**src/rtl/pfs_pkg.sv**
```systemverilog
package pfs_pkg;

  typedef enum logic [1:0] {
    MODE_STBY  = 2'd0,
    MODE_ODIS  = 2'd1,
    MODE_READ  = 2'd2,
    MODE_WRITE = 2'd3
  } pfs_mode_e;

  // decode of the three active-low strobes into a bus mode
  function automatic pfs_mode_e pin_mode(input logic ce_n, input logic oe_n,
                                         input logic we_n);
    if (ce_n)               return MODE_STBY;
    if (!oe_n && we_n)      return MODE_READ;
    if (oe_n && !we_n)      return MODE_WRITE;
    return MODE_ODIS;
  endfunction

  // write overlap: chip and write enables low with output enable high
  function automatic logic wr_overlap(input logic ce_n, input logic oe_n,
                                      input logic we_n);
    return !ce_n && !we_n && oe_n;
  endfunction

  // overlap length test against the noise threshold
  function automatic logic long_enough(input int unsigned seen,
                                       input int unsigned need);
    return seen >= need;
  endfunction

endpackage

```
**src/rtl/pfs_sync.sv**
```systemverilog
module pfs_sync #(
  parameter int          W       = 1,
  parameter logic [W-1:0] RST_VAL = '0
) (
  input  logic         clk,
  input  logic         rst_n,
  input  logic [W-1:0] d_i,
  output logic [W-1:0] q_o
);
  logic [W-1:0] stage1;

  always_ff @(posedge clk or negedge rst_n) begin
    if (!rst_n) begin
      stage1 <= RST_VAL;
      q_o    <= RST_VAL;
    end else begin
      stage1 <= d_i;
      q_o    <= stage1;
    end
  end
endmodule

```
**src/rtl/pfs_mode_decode.sv**
```systemverilog
module pfs_mode_decode
  import pfs_pkg::*;
(
  input  logic      clk,
  input  logic      rst_n,
  input  logic      ce_s,
  input  logic      oe_s,
  input  logic      we_s,
  output pfs_mode_e mode_o,
  output logic      dq_drive_o
);
  logic both_low, both_low_q, read_entry, read_ok_d;

  assign both_low   = !ce_s && !oe_s;
  assign read_entry = both_low && !both_low_q;
  // a read counts only if WE was high on entry and has stayed high
  assign read_ok_d  = both_low && we_s && (read_entry || dq_drive_o);

  always_ff @(posedge clk or negedge rst_n) begin
    if (!rst_n) begin
      both_low_q <= 1'b0;
      dq_drive_o <= 1'b0;
      mode_o     <= MODE_STBY;
    end else begin
      both_low_q <= both_low;
      dq_drive_o <= read_ok_d;
      mode_o     <= pin_mode(ce_s, oe_s, we_s);
    end
  end


  drive_only_in_read_chk: assert property (@(posedge clk) disable iff (!rst_n)
    dq_drive_o |-> mode_o == MODE_READ);

  standby_quiet_chk: assert property (@(posedge clk) disable iff (!rst_n)
    mode_o == MODE_STBY |-> !dq_drive_o);

  no_late_entry_chk: assert property (@(posedge clk) disable iff (!rst_n)
    $rose(dq_drive_o) |-> $past(we_s));
endmodule

```
**src/rtl/pfs_write_capture.sv**
```systemverilog
module pfs_write_capture
  import pfs_pkg::*;
#(
  parameter int AW        = 17,
  parameter int DW        = 8,
  parameter int NOISE_CYC = 2
) (
  input  logic          clk,
  input  logic          rst_n,
  input  logic          ce_s,
  input  logic          oe_s,
  input  logic          we_s,
  input  logic          hv_s,
  input  logic [AW-1:0] addr_s,
  input  logic [DW-1:0] data_s,
  output logic          wr_valid_o,
  output logic [AW-1:0] wr_addr_o,
  output logic [DW-1:0] wr_data_o
);
  localparam int CNT_W = $clog2(NOISE_CYC + 1);
  localparam logic [CNT_W-1:0] CNT_MAX = CNT_W'(NOISE_CYC);

  logic          ovl_now, ovl_q, ovl_rise, ovl_fall, strobe_release, accept;
  logic [CNT_W-1:0] seen_cnt;
  logic [AW-1:0] addr_hold;

  assign ovl_now        = wr_overlap(ce_s, oe_s, we_s);
  assign ovl_rise       = ovl_now && !ovl_q;
  assign ovl_fall       = !ovl_now && ovl_q;
  assign strobe_release = ce_s || we_s;
  assign accept         = ovl_fall && strobe_release && !hv_s &&
                          long_enough(int'(seen_cnt), NOISE_CYC);

  always_ff @(posedge clk or negedge rst_n) begin
    if (!rst_n) begin
      ovl_q      <= 1'b0;
      seen_cnt   <= '0;
      addr_hold  <= '0;
      wr_valid_o <= 1'b0;
      wr_addr_o  <= '0;
      wr_data_o  <= '0;
    end else begin
      ovl_q      <= ovl_now;
      wr_valid_o <= accept;
      if (ovl_rise) begin
        seen_cnt  <= CNT_W'(1);
        addr_hold <= addr_s;
      end else if (ovl_now && seen_cnt < CNT_MAX) begin
        seen_cnt <= seen_cnt + CNT_W'(1);
      end
      if (accept) begin
        wr_addr_o <= addr_hold;
        wr_data_o <= data_s;
      end
    end
  end


  single_pulse_chk: assert property (@(posedge clk) disable iff (!rst_n)
    wr_valid_o |=> !wr_valid_o);

  hv_block_chk: assert property (@(posedge clk) disable iff (!rst_n)
    wr_valid_o |-> $past(!hv_s));

  oe_inhibit_chk: assert property (@(posedge clk) disable iff (!rst_n)
    wr_valid_o |-> $past(oe_s));

  noise_gate_chk: assert property (@(posedge clk) disable iff (!rst_n)
    $rose(ovl_q) |=> !wr_valid_o);
endmodule

```
**src/rtl/pflash_strobe_if.sv**
```systemverilog
module pflash_strobe_if
  import pfs_pkg::*;
#(
  parameter int AW        = 17,
  parameter int DW        = 8,
  parameter int NOISE_CYC = 2
) (
  input  logic          clk,
  input  logic          rst_n,
  input  logic [AW-1:0] addr_i,
  input  logic [DW-1:0] data_i,
  input  logic          ce_n_i,
  input  logic          oe_n_i,
  input  logic          we_n_i,
  input  logic          hv_i,
  output logic [1:0]    bus_mode_o,
  output logic          dq_drive_o,
  output logic          wr_valid_o,
  output logic [AW-1:0] wr_addr_o,
  output logic [DW-1:0] wr_data_o
);
  localparam int BW = AW + DW;

  logic [3:0]    ctl_s;
  logic [BW-1:0] bus_s;
  pfs_mode_e     mode;

  // control strobes reset inactive (high), hv flag reset low
  pfs_sync #(.W(4), .RST_VAL(4'b0111)) u_ctl_sync (
    .clk(clk), .rst_n(rst_n),
    .d_i({hv_i, ce_n_i, oe_n_i, we_n_i}), .q_o(ctl_s));

  // address and data delayed by the same two stages to stay aligned
  pfs_sync #(.W(BW), .RST_VAL('0)) u_bus_sync (
    .clk(clk), .rst_n(rst_n),
    .d_i({addr_i, data_i}), .q_o(bus_s));

  pfs_mode_decode u_mode (
    .clk(clk), .rst_n(rst_n),
    .ce_s(ctl_s[2]), .oe_s(ctl_s[1]), .we_s(ctl_s[0]),
    .mode_o(mode), .dq_drive_o(dq_drive_o));

  pfs_write_capture #(.AW(AW), .DW(DW), .NOISE_CYC(NOISE_CYC)) u_wcap (
    .clk(clk), .rst_n(rst_n),
    .ce_s(ctl_s[2]), .oe_s(ctl_s[1]), .we_s(ctl_s[0]), .hv_s(ctl_s[3]),
    .addr_s(bus_s[BW-1:DW]), .data_s(bus_s[DW-1:0]),
    .wr_valid_o(wr_valid_o), .wr_addr_o(wr_addr_o), .wr_data_o(wr_data_o));

  assign bus_mode_o = mode;


  reset_quiet_chk: assert property (@(posedge clk)
    !rst_n |=> (!wr_valid_o && !dq_drive_o));
endmodule

```
**config.mk**
```make
export PLATFORM = sky130hd
export DESIGN_NAME = pflash_strobe_if
export DESIGN_NICKNAME = d
export VERILOG_FILES = /design/src/rtl/pfs_pkg.sv /design/src/rtl/pfs_sync.sv /design/src/rtl/pfs_mode_decode.sv /design/src/rtl/pfs_write_capture.sv /design/src/rtl/pflash_strobe_if.sv
export SDC_FILE = /design/constraint.sdc
export NUM_CORES = 1
export LEC_CHECK = 0
export ABC_AREA = 1
export BUFFER_PORTS_ARGS = -buffer_cell sky130_fd_sc_hd__clkbuf_2
export CORE_MARGIN = 2
export CORE_UTILIZATION = 35
export DETAILED_ROUTE_END_ITERATION = 8
export GPL_ROUTABILITY_DRIVEN = 0
export MAX_ROUTING_LAYER = met4
export PLACE_DENSITY = 0.56
export SYNTH_ARGS = -nofsm -noshare
export SYNTH_HDL_FRONTEND = slang
export SYNTH_SLANG_ARGS = --single-unit
export TNS_END_PERCENT = 1
```
**constraint.sdc**
```tcl
create_clock -name clk -period 2.5 [get_ports clk]
set_input_delay 0.375 -clock clk [delete_from_list [all_inputs] [get_ports clk]]
set_output_delay 0.375 -clock clk [all_outputs]
set_load 0.01 [all_outputs]
```
==> impl_metrics.json, run 1 <==
{
  "synth_top_cell_by_area": "dfrtp_1",
  "regArea_um2": 2710,
  "setup_viol_count_final": 0,
  "port_buffers": 59,
  "switching_share": 0.3140,
  "io-pin-count": 60,
  "core_um2": 9819,
  "netlist_top_cells_area": "dfrtp_1, nand2_1, nand3_1",
  "syn-num-nets": 311,
  "routedWlPerCell_um": 12.78,
  "ys_ff_latch": 108,
  "power_switching_w": 0.001230,
  "ant_nets": 0,
  "rows": 36,
  "crit_start": "u_wcap.seen_cnt[0]",
  "power_density_nw_per_um2": 941.0,
  "grt_pass1_wl_um": 10650,
  "synth_compound_area_frac": 0.001409,
  "path_max_fanout": 26,
  "nets": 376,
  "synth-simple-area-share": 0.1927,
  "max_cap_violations": 0,
  "clock_power_share": 0.255,
  "htreeDepth": 3,
  "netlist.area_leader.share": 0.7186,
  "tightest_slew_ns": 0.5187,
  "grt_pass1_vias": 2064,
  "r2r_cells": 7,
  "layout-drive-gt1-share": 0.2701,
  "cts.sinks": 108,
  "rsz0062_at_grt": "no",
  "synth_xor_area_frac": 0,
  "drc": 0,
  "cts_tree": "yes",
  "syn_inst": 278,
  "synth_top_family_by_area": "simple AND/OR/NAND/NOR gates",
  "ys_seq_area_frac": 0.7629,
  "clock_latency_ns": 0.37,
  "track_usage": 0.1288,
  "n_antenna_cell": 0,
  "numCtsBuffers": 9,
  "fin_crit_ns": 1.360,
  "p_total_w": 0.003917,
  "viasPerCell": 4.262,
  "die_w_um": 104.7,
  "gr-total-overflow": 0,
  "synthToLayoutAreaGrowth_pct": 17.19,
  "timing.rr.start": "u_wcap.seen_cnt[0]",
  "drt-initial-drc-count": 104,
  "ir_drop_uv": 293.3,
  "critPathRequiredTime_ns": 2.76,
  "route.final.wire_length_um": 6146,
  "start_util": 0.3617,
  "status": "complete, no violations",
  "crit_arrival_ns": 1.62,
  "synthMuxAreaShare": 0,
  "seqPwrFrac": 0.561,
  "num_vias": 2050,
  "cts.reportedPaths.clkPinSlew_ns": 0.11,
  "r2r-end": "u_wcap.wr_addr_o[10]",
  "grt_max_degree": 47,
  "postCtsResizedCells": 0,
  "synthAdderAreaFrac": 0.007045,
  "p_comb_frac": 0.184,
  "cts_root_buffer": "clkbuf_8",
  "fin_setup_tns_ns": 0,
  "post-cts-setup-buffers": 0,
  "clk_path_buf_depth": 2,
  "synth.cell_area_um2": 3552,
  "die_h_um": 104.7,
  "critPathCaptureType": "flip-flop",
  "antenna_found_initial": 0,
  "drt-pass1-iter-count": 4,
  "dieArea_um2": 10970,
  "worst_setup_path_start_kind": "flip-flop",
  "yosysWarnings": 0,
  "multi_input_area_um2": 714.4,
  "clock.fmax_ghz": 0.7352,
  "internal_power_w": 0.002687,
  "fill_cells": 974,
  "yosysUniqueCellTypes": 17,
  "period_share": 0.5441,
  "cts_hold_buf": 1,
  "drv_slew": 0,
  "p_leak_nw": 2.178,
  "critPathKind": "reg -> reg",
  "dpl.hpwl_um": 3916,
  "skew_ns": 0.01466,
  "r2r_slack_ns": 1.14,
  "setup.worst_path.end": "u_wcap.wr_addr_o[10]",
  "hold_path.class": "in -> reg",
  "slew_headroom": 0.6542,
  "finalHoldViolCount": 0,
  "hp-start": "oe_n_i",
  "syn_avg_cell_area_um2": 12.78
}
## worst max-delay path, cell delays in order (launching register included)
cell	delay, ns
dfrtp_1	0.40
inv_1	0.08
ha_1	0.14
inv_1	0.04
nand2_1	0.11
nand3_4	0.27
nand2_1	0.14
nand2_1	0.06
## stage by stage
| step | instances | hold slack, ns | cell area (µm²) | util | setup WS (ns) |
|---|---|---|---|---|---|
| floorplan | 278 | 0.07941 | 3552 | - | 1.234 |
| global placement | 464 | 0.3343 | 3969 | 0.4042 | 1.154 |
| detailed placement | 464 | 0.3362 | 3969 | 0.4042 | 1.114 |
| CTS | 481 | 0.05258 | 4163 | 0.4239 | 1.086 |
| global route | 481 | 0.05047 | 4163 | 0.4239 | 0.9825 |
| finish | 481 | 0.07975 | 4163 | 0.4239 | 1.140 |
## power groups by stage
stage	sequential [W]	clock, W	combinational (W)
after floorplan	0.00229	0	0.000324
after global placement	0.00223	0	0.000716
after detailed placement	0.00223	0	0.000736
after CTS	0.00220	0.00104	0.000739
after global routing	0.00223	0.00111	0.000820
final	0.00220	0.000999	0.000720
## how the worst min path moves through the flow
stage | endpoint | cells past startpoint | slack (ns)
finish | u_ctl_sync.stage1[1] | 1 | 0.08
global route | u_ctl_sync.stage1[2] | 1 | 0.05
CTS | u_ctl_sync.stage1[1] | 1 | 0.05
detailed placement | u_bus_sync.q_o[13] | 0 | 0.34
global placement | u_bus_sync.q_o[2] | 0 | 0.33
floorplan | u_bus_sync.q_o[0] | 0 | 0.08
## cell usage after synthesis
library cell and n:
nor2_1 4, nor2_4 1, nand3_1 45, a21oi_1 1, dfstp_2 6, ha_1 2
nand2_4 1, nand2_1 89, inv_2 4, buf_6 6, inv_1 8, nand3_4 2
buf_2 3, dfrtp_1 102, nand4_1 1, nand2_2 1, nor2_8 2
## placed cells by master, fill, tap and decap left out, drive strengths merged, types with 2 or more instances in the layout
cell    instances
nor2            7
nand3          47
clkbuf         68
nand2          91
clkinv          3
dfrtp         102
dfstp           6
ha              2
buf             4
inv            15
## layer usage
metal | routed length [µm] | global-route usage | up-vias
met5 | 0 | - | -
met4 | 143 | 0.07143 | 0
met3 | 220 | 0.02495 | 11
met2 | 2723 | 0.1795 | 46
met1 | 3058 | 0.1769 | 981
li1 | - | - | 1012
## cell families (layout without fill, tap and decap cells)
group / after synthesis / after routing
and+or+nand+nor: 146 / 146
adders and majority gates: 2 / 2
DFF: 108 / 108
buffers and inverters: 21 / 91
AOI/OAI and AO/OA: 1 / 1
## area by class of cell
type                    count  area share
clock inverters             6     0.01353
flip-flops and latches    108      0.6510
multi-input cells         149      0.1716
repair buffers             63     0.08236
clock buffers              10     0.03066
inverters                  12     0.01082
well taps                 133     0.03998
## flip-flops by register name, indices dropped and copies added (netlist names)
register	cells
u_wcap.wr_data_o	8
u_wcap.ovl_q	1
u_ctl_sync.stage1	4
u_mode.mode_o	2
u_bus_sync.q_o	25
u_bus_sync.stage1	25
u_mode.dq_drive_o	1
u_wcap.wr_addr_o	17
u_wcap.addr_hold	17
u_ctl_sync.q_o	4
u_mode.both_low_q	1
u_wcap.wr_valid_o	1
u_wcap.seen_cnt	2
(Power assumes the default switching activity.)
==> inputs of run 2 (changes only) <==
--- a/config.mk
+++ b/config.mk
@@ -5,7 +5,7 @@
 export SDC_FILE = /design/constraint.sdc
 export NUM_CORES = 1
 export LEC_CHECK = 0
-export ABC_AREA = 1
+export ABC_AREA = 0
 export BUFFER_PORTS_ARGS = -buffer_cell sky130_fd_sc_hd__clkbuf_2
 export CORE_MARGIN = 2
 export CORE_UTILIZATION = 35
==> constraint.sdc (replaced) <==
create_clock -name clk -period 1.3 [get_ports clk]
set_input_delay 0.195 -clock clk [delete_from_list [all_inputs] [get_ports clk]]
set_output_delay 0.195 -clock clk [all_outputs]
set_load 0.01 [all_outputs]
==> impl_metrics.json, run 2 <==
{
  "dpl.hpwl_um": 3463,
  "setup_ws_ns": -0.3785,
  "p_total_w": 0.007853,
  "layout-drive-gt1-share": 0.4949,
  "max_cap_violations": 0,
  "cp_cell_sequence": "inv_1 -> ha_1 -> nor2_2 -> nor4b_4 -> buf_6 -> clkbuf_16 -> mux2_2",
  "track_usage": 0.1191,
  "top_regs": "u_bus_sync.q_o x25, u_bus_sync.stage1 x25",
  "syn-num-nets": 208,
  "ant_nets": 0,
  "routedWlPerCell_um": 12.63,
  "r2r_cells": 7,
  "ys_ff_latch": 108,
  "regArea_um2": 2710,
  "yosysWarnings": 0,
  "fill_cells": 835,
  "drc": 0,
  "synth.cell_area_um2": 3364,
  "n_antenna_cell": 0,
  "switching_share": 0.2662,
  "start_util": 0.3624,
  "hold_path.class": "in -> async",
  "drv_slew": 0,
  "ys_seq_area_frac": 0.8055,
  "final_cell_mix": "dfrtp_1, clkbuf_2, mux2_2",
  "clock_power_share": 0.264,
  "max_stage_delay_ns": 0.39,
  "tightest_slew_ns": 0.3642,
  "multi_input_area_um2": 653.1,
  "finalHoldViolCount": 0,
  "numCtsBuffers": 9,
  "grt_max_degree": 35,
  "drt-pass1-iter-count": 4,
  "cts_root_buffer": "clkbuf_8",
  "clock.fmax_ghz": 0.5958,
  "worst_setup_path_start_kind": "flip-flop",
  "seqPwrFrac": 0.540,
  "htreeDepth": 3,
  "p_leak_nw": 2.186,
  "status": "complete, but fails checks",
  "fin_util": 0.4949,
  "dieArea_um2": 10410,
  "synth_edf_count": 0,
  "antenna_found_initial": 0,
  "syn_inst": 175,
  "die_h_um": 102.0,
  "internal_power_w": 0.005762,
  "skew_ns": 0.01128,
  "hold_slack_ns": 0.2735,
  "cp_slowest_cell": "dfrtp_1",
  "route.final.wire_length_um": 5382,
  "violations": "negative setup slack",
  "p_comb_frac": 0.196,
  "power_switching_w": 0.002090,
  "core_um2": 9284,
  "yosysUniqueCellTypes": 18,
  "drt-initial-drc-count": 40,
  "rsz0062_at_grt": "yes",
  "io-pin-count": 60,
  "ir_drop_uv": 1164,
  "period_share": 1.291,
  "syn_avg_cell_area_um2": 19.23,
  "synth_common_cells": "dfrtp_1, mux2_2, dfstp_2",
  "slew_headroom": 0.7572,
  "num_vias": 1756,
  "fin_crit_ns": 1.678,
  "critPathRequiredTime_ns": 1.55,
  "critPathCaptureType": "flip-flop",
  "grt_pass1_wl_um": 8963,
  "netlist_top_cells_area": "dfrtp_1, mux2_2, dfstp_2",
  "crit_family": "flip-flops",
  "rows": 35,
  "path_max_fanout": 9,
  "mostFrequentLayoutCell": "dfrtp_1",
  "critPathKind": "reg -> reg",
  "place_area_um2": 3970,
  "synth_top_cell_by_area": "dfrtp_1",
  "synthToLayoutAreaGrowth_pct": 36.56,
  "viasPerCell": 4.122,
  "clk_path_buf_depth": 2,
  "power_density_nw_per_um2": 1709,
  "netlist.area_leader.share": 0.7586,
  "port_buffers": 59,
  "cts.reportedPaths.clkPinSlew_ns": 0.11,
  "setup_viol_count_final": 43,
  "path_depth": 7,
  "die_w_um": 102.0,
  "pre_cts_slack_ns": -0.4051,
  "cts.sinks": 108,
  "cts_tree": "yes",
  "clock_latency_ns": 0.36,
  "nets": 326,
  "synth_top_flop_cell": "dfrtp_1",
  "synth_most_common_cell": "dfrtp_1",
  "gr-total-overflow": 0,
  "grt_pass1_vias": 1834,
  "final_cell_area_um2": 4594,
  "crit_arrival_ns": 1.93,
  "crit_buf_inv": 3,
  "synthArstFlopShare": 1.000
}
run 2: cell count changes after synthesis, moves of 3 or more:
cell | before | now
inv_1 | 8 | 4
buf_6 | 6 | 3
buf_2 | 3 | 0
mux2_1 | 0 | 3
nand2_1 | 89 | 1
inv_2 | 4 | 0
mux2_2 | 0 | 39
nand3_1 | 45 | 0
run 2: cells by family (layout without fill, tap and decap cells):
kind of cell,after synthesis,after routing,synth area share
AND/OR/NAND/NOR,12,12,0.02418
AO/OA/AOI/OAI,2,2,0.002975
adder cells (fa/ha/maj),2,2,0.007437
multiplexers,42,42,0.1406
flip-flops,108,108,0.8055
XOR/XNOR,1,1,0.002604
buffers and inverters,8,130,0.01673
run 2: repair_timing:
action,4_1_cts,5_1_grt
hold endpoints to repair,52,0
cloned,0,1
setup buffers,0,3
endpoints found under the setup margin,44,45
gates resized for setup,6,10
hold buffers,30,0
pin swaps,0,2
run 2: stage by stage:
step | cells | TNS (ns)
floorplan | 175 | -15.35
global placement | 377 | -13.08
detailed placement | 377 | -14.62
CTS | 422 | -13.78
global route | 426 | -15.84
finish | 426 | -13.51
run 2: area by class of cell:
| cell class | instances | area share |
|---|---|---|
| Tap cell | 129 | 0.03513 |
| Multi-Input combinational cell | 59 | 0.1422 |
| Sequential cell | 108 | 0.5899 |
| Timing Repair Buffer | 111 | 0.1849 |
| Clock inverter | 6 | 0.01770 |
| Inverter | 4 | 0.003268 |
| Clock buffer | 9 | 0.02696 |
run 2: power groups by stage:
| stage | Combinational [W] | Sequential (W) | Clock [W] |
|---|---|---|---|
| after floorplan | 0.000527 | 0.00443 | 0 |
| after global placement | 0.00135 | 0.00431 | 0 |
| after detailed placement | 0.00138 | 0.00433 | 0 |
| after CTS | 0.00148 | 0.00427 | 0.00217 |
| after global routing | 0.00171 | 0.00433 | 0.00231 |
| final | 0.00154 | 0.00424 | 0.00207 |
run 2: metal layers:
| layer | share of wire | global-route usage |
|---|---|---|
| met1 | 0.44 | 0.1505 |
| met2 | 0.50 | 0.1781 |
| met3 | 0.046 | 0.03830 |
| met4 | 0.010 | 0.04923 |
| met5 | 0 | - |
run 2: final timing paths:
check                                      startpoint                    to  slack, ns
worst max register to register     u_wcap.seen_cnt[0]   u_wcap.wr_addr_o[6]      -0.38
max in group asynchronous                       rst_n     u_ctl_sync.q_o[1]       0.48
min in group clk                u_bus_sync.stage1[12]    u_bus_sync.q_o[12]       0.35
worst max-delay path               u_wcap.seen_cnt[0]   u_wcap.wr_addr_o[6]      -0.38
worst min-delay path                            rst_n  u_bus_sync.stage1[2]       0.27
worst min register to register  u_bus_sync.stage1[12]    u_bus_sync.q_o[12]       0.35
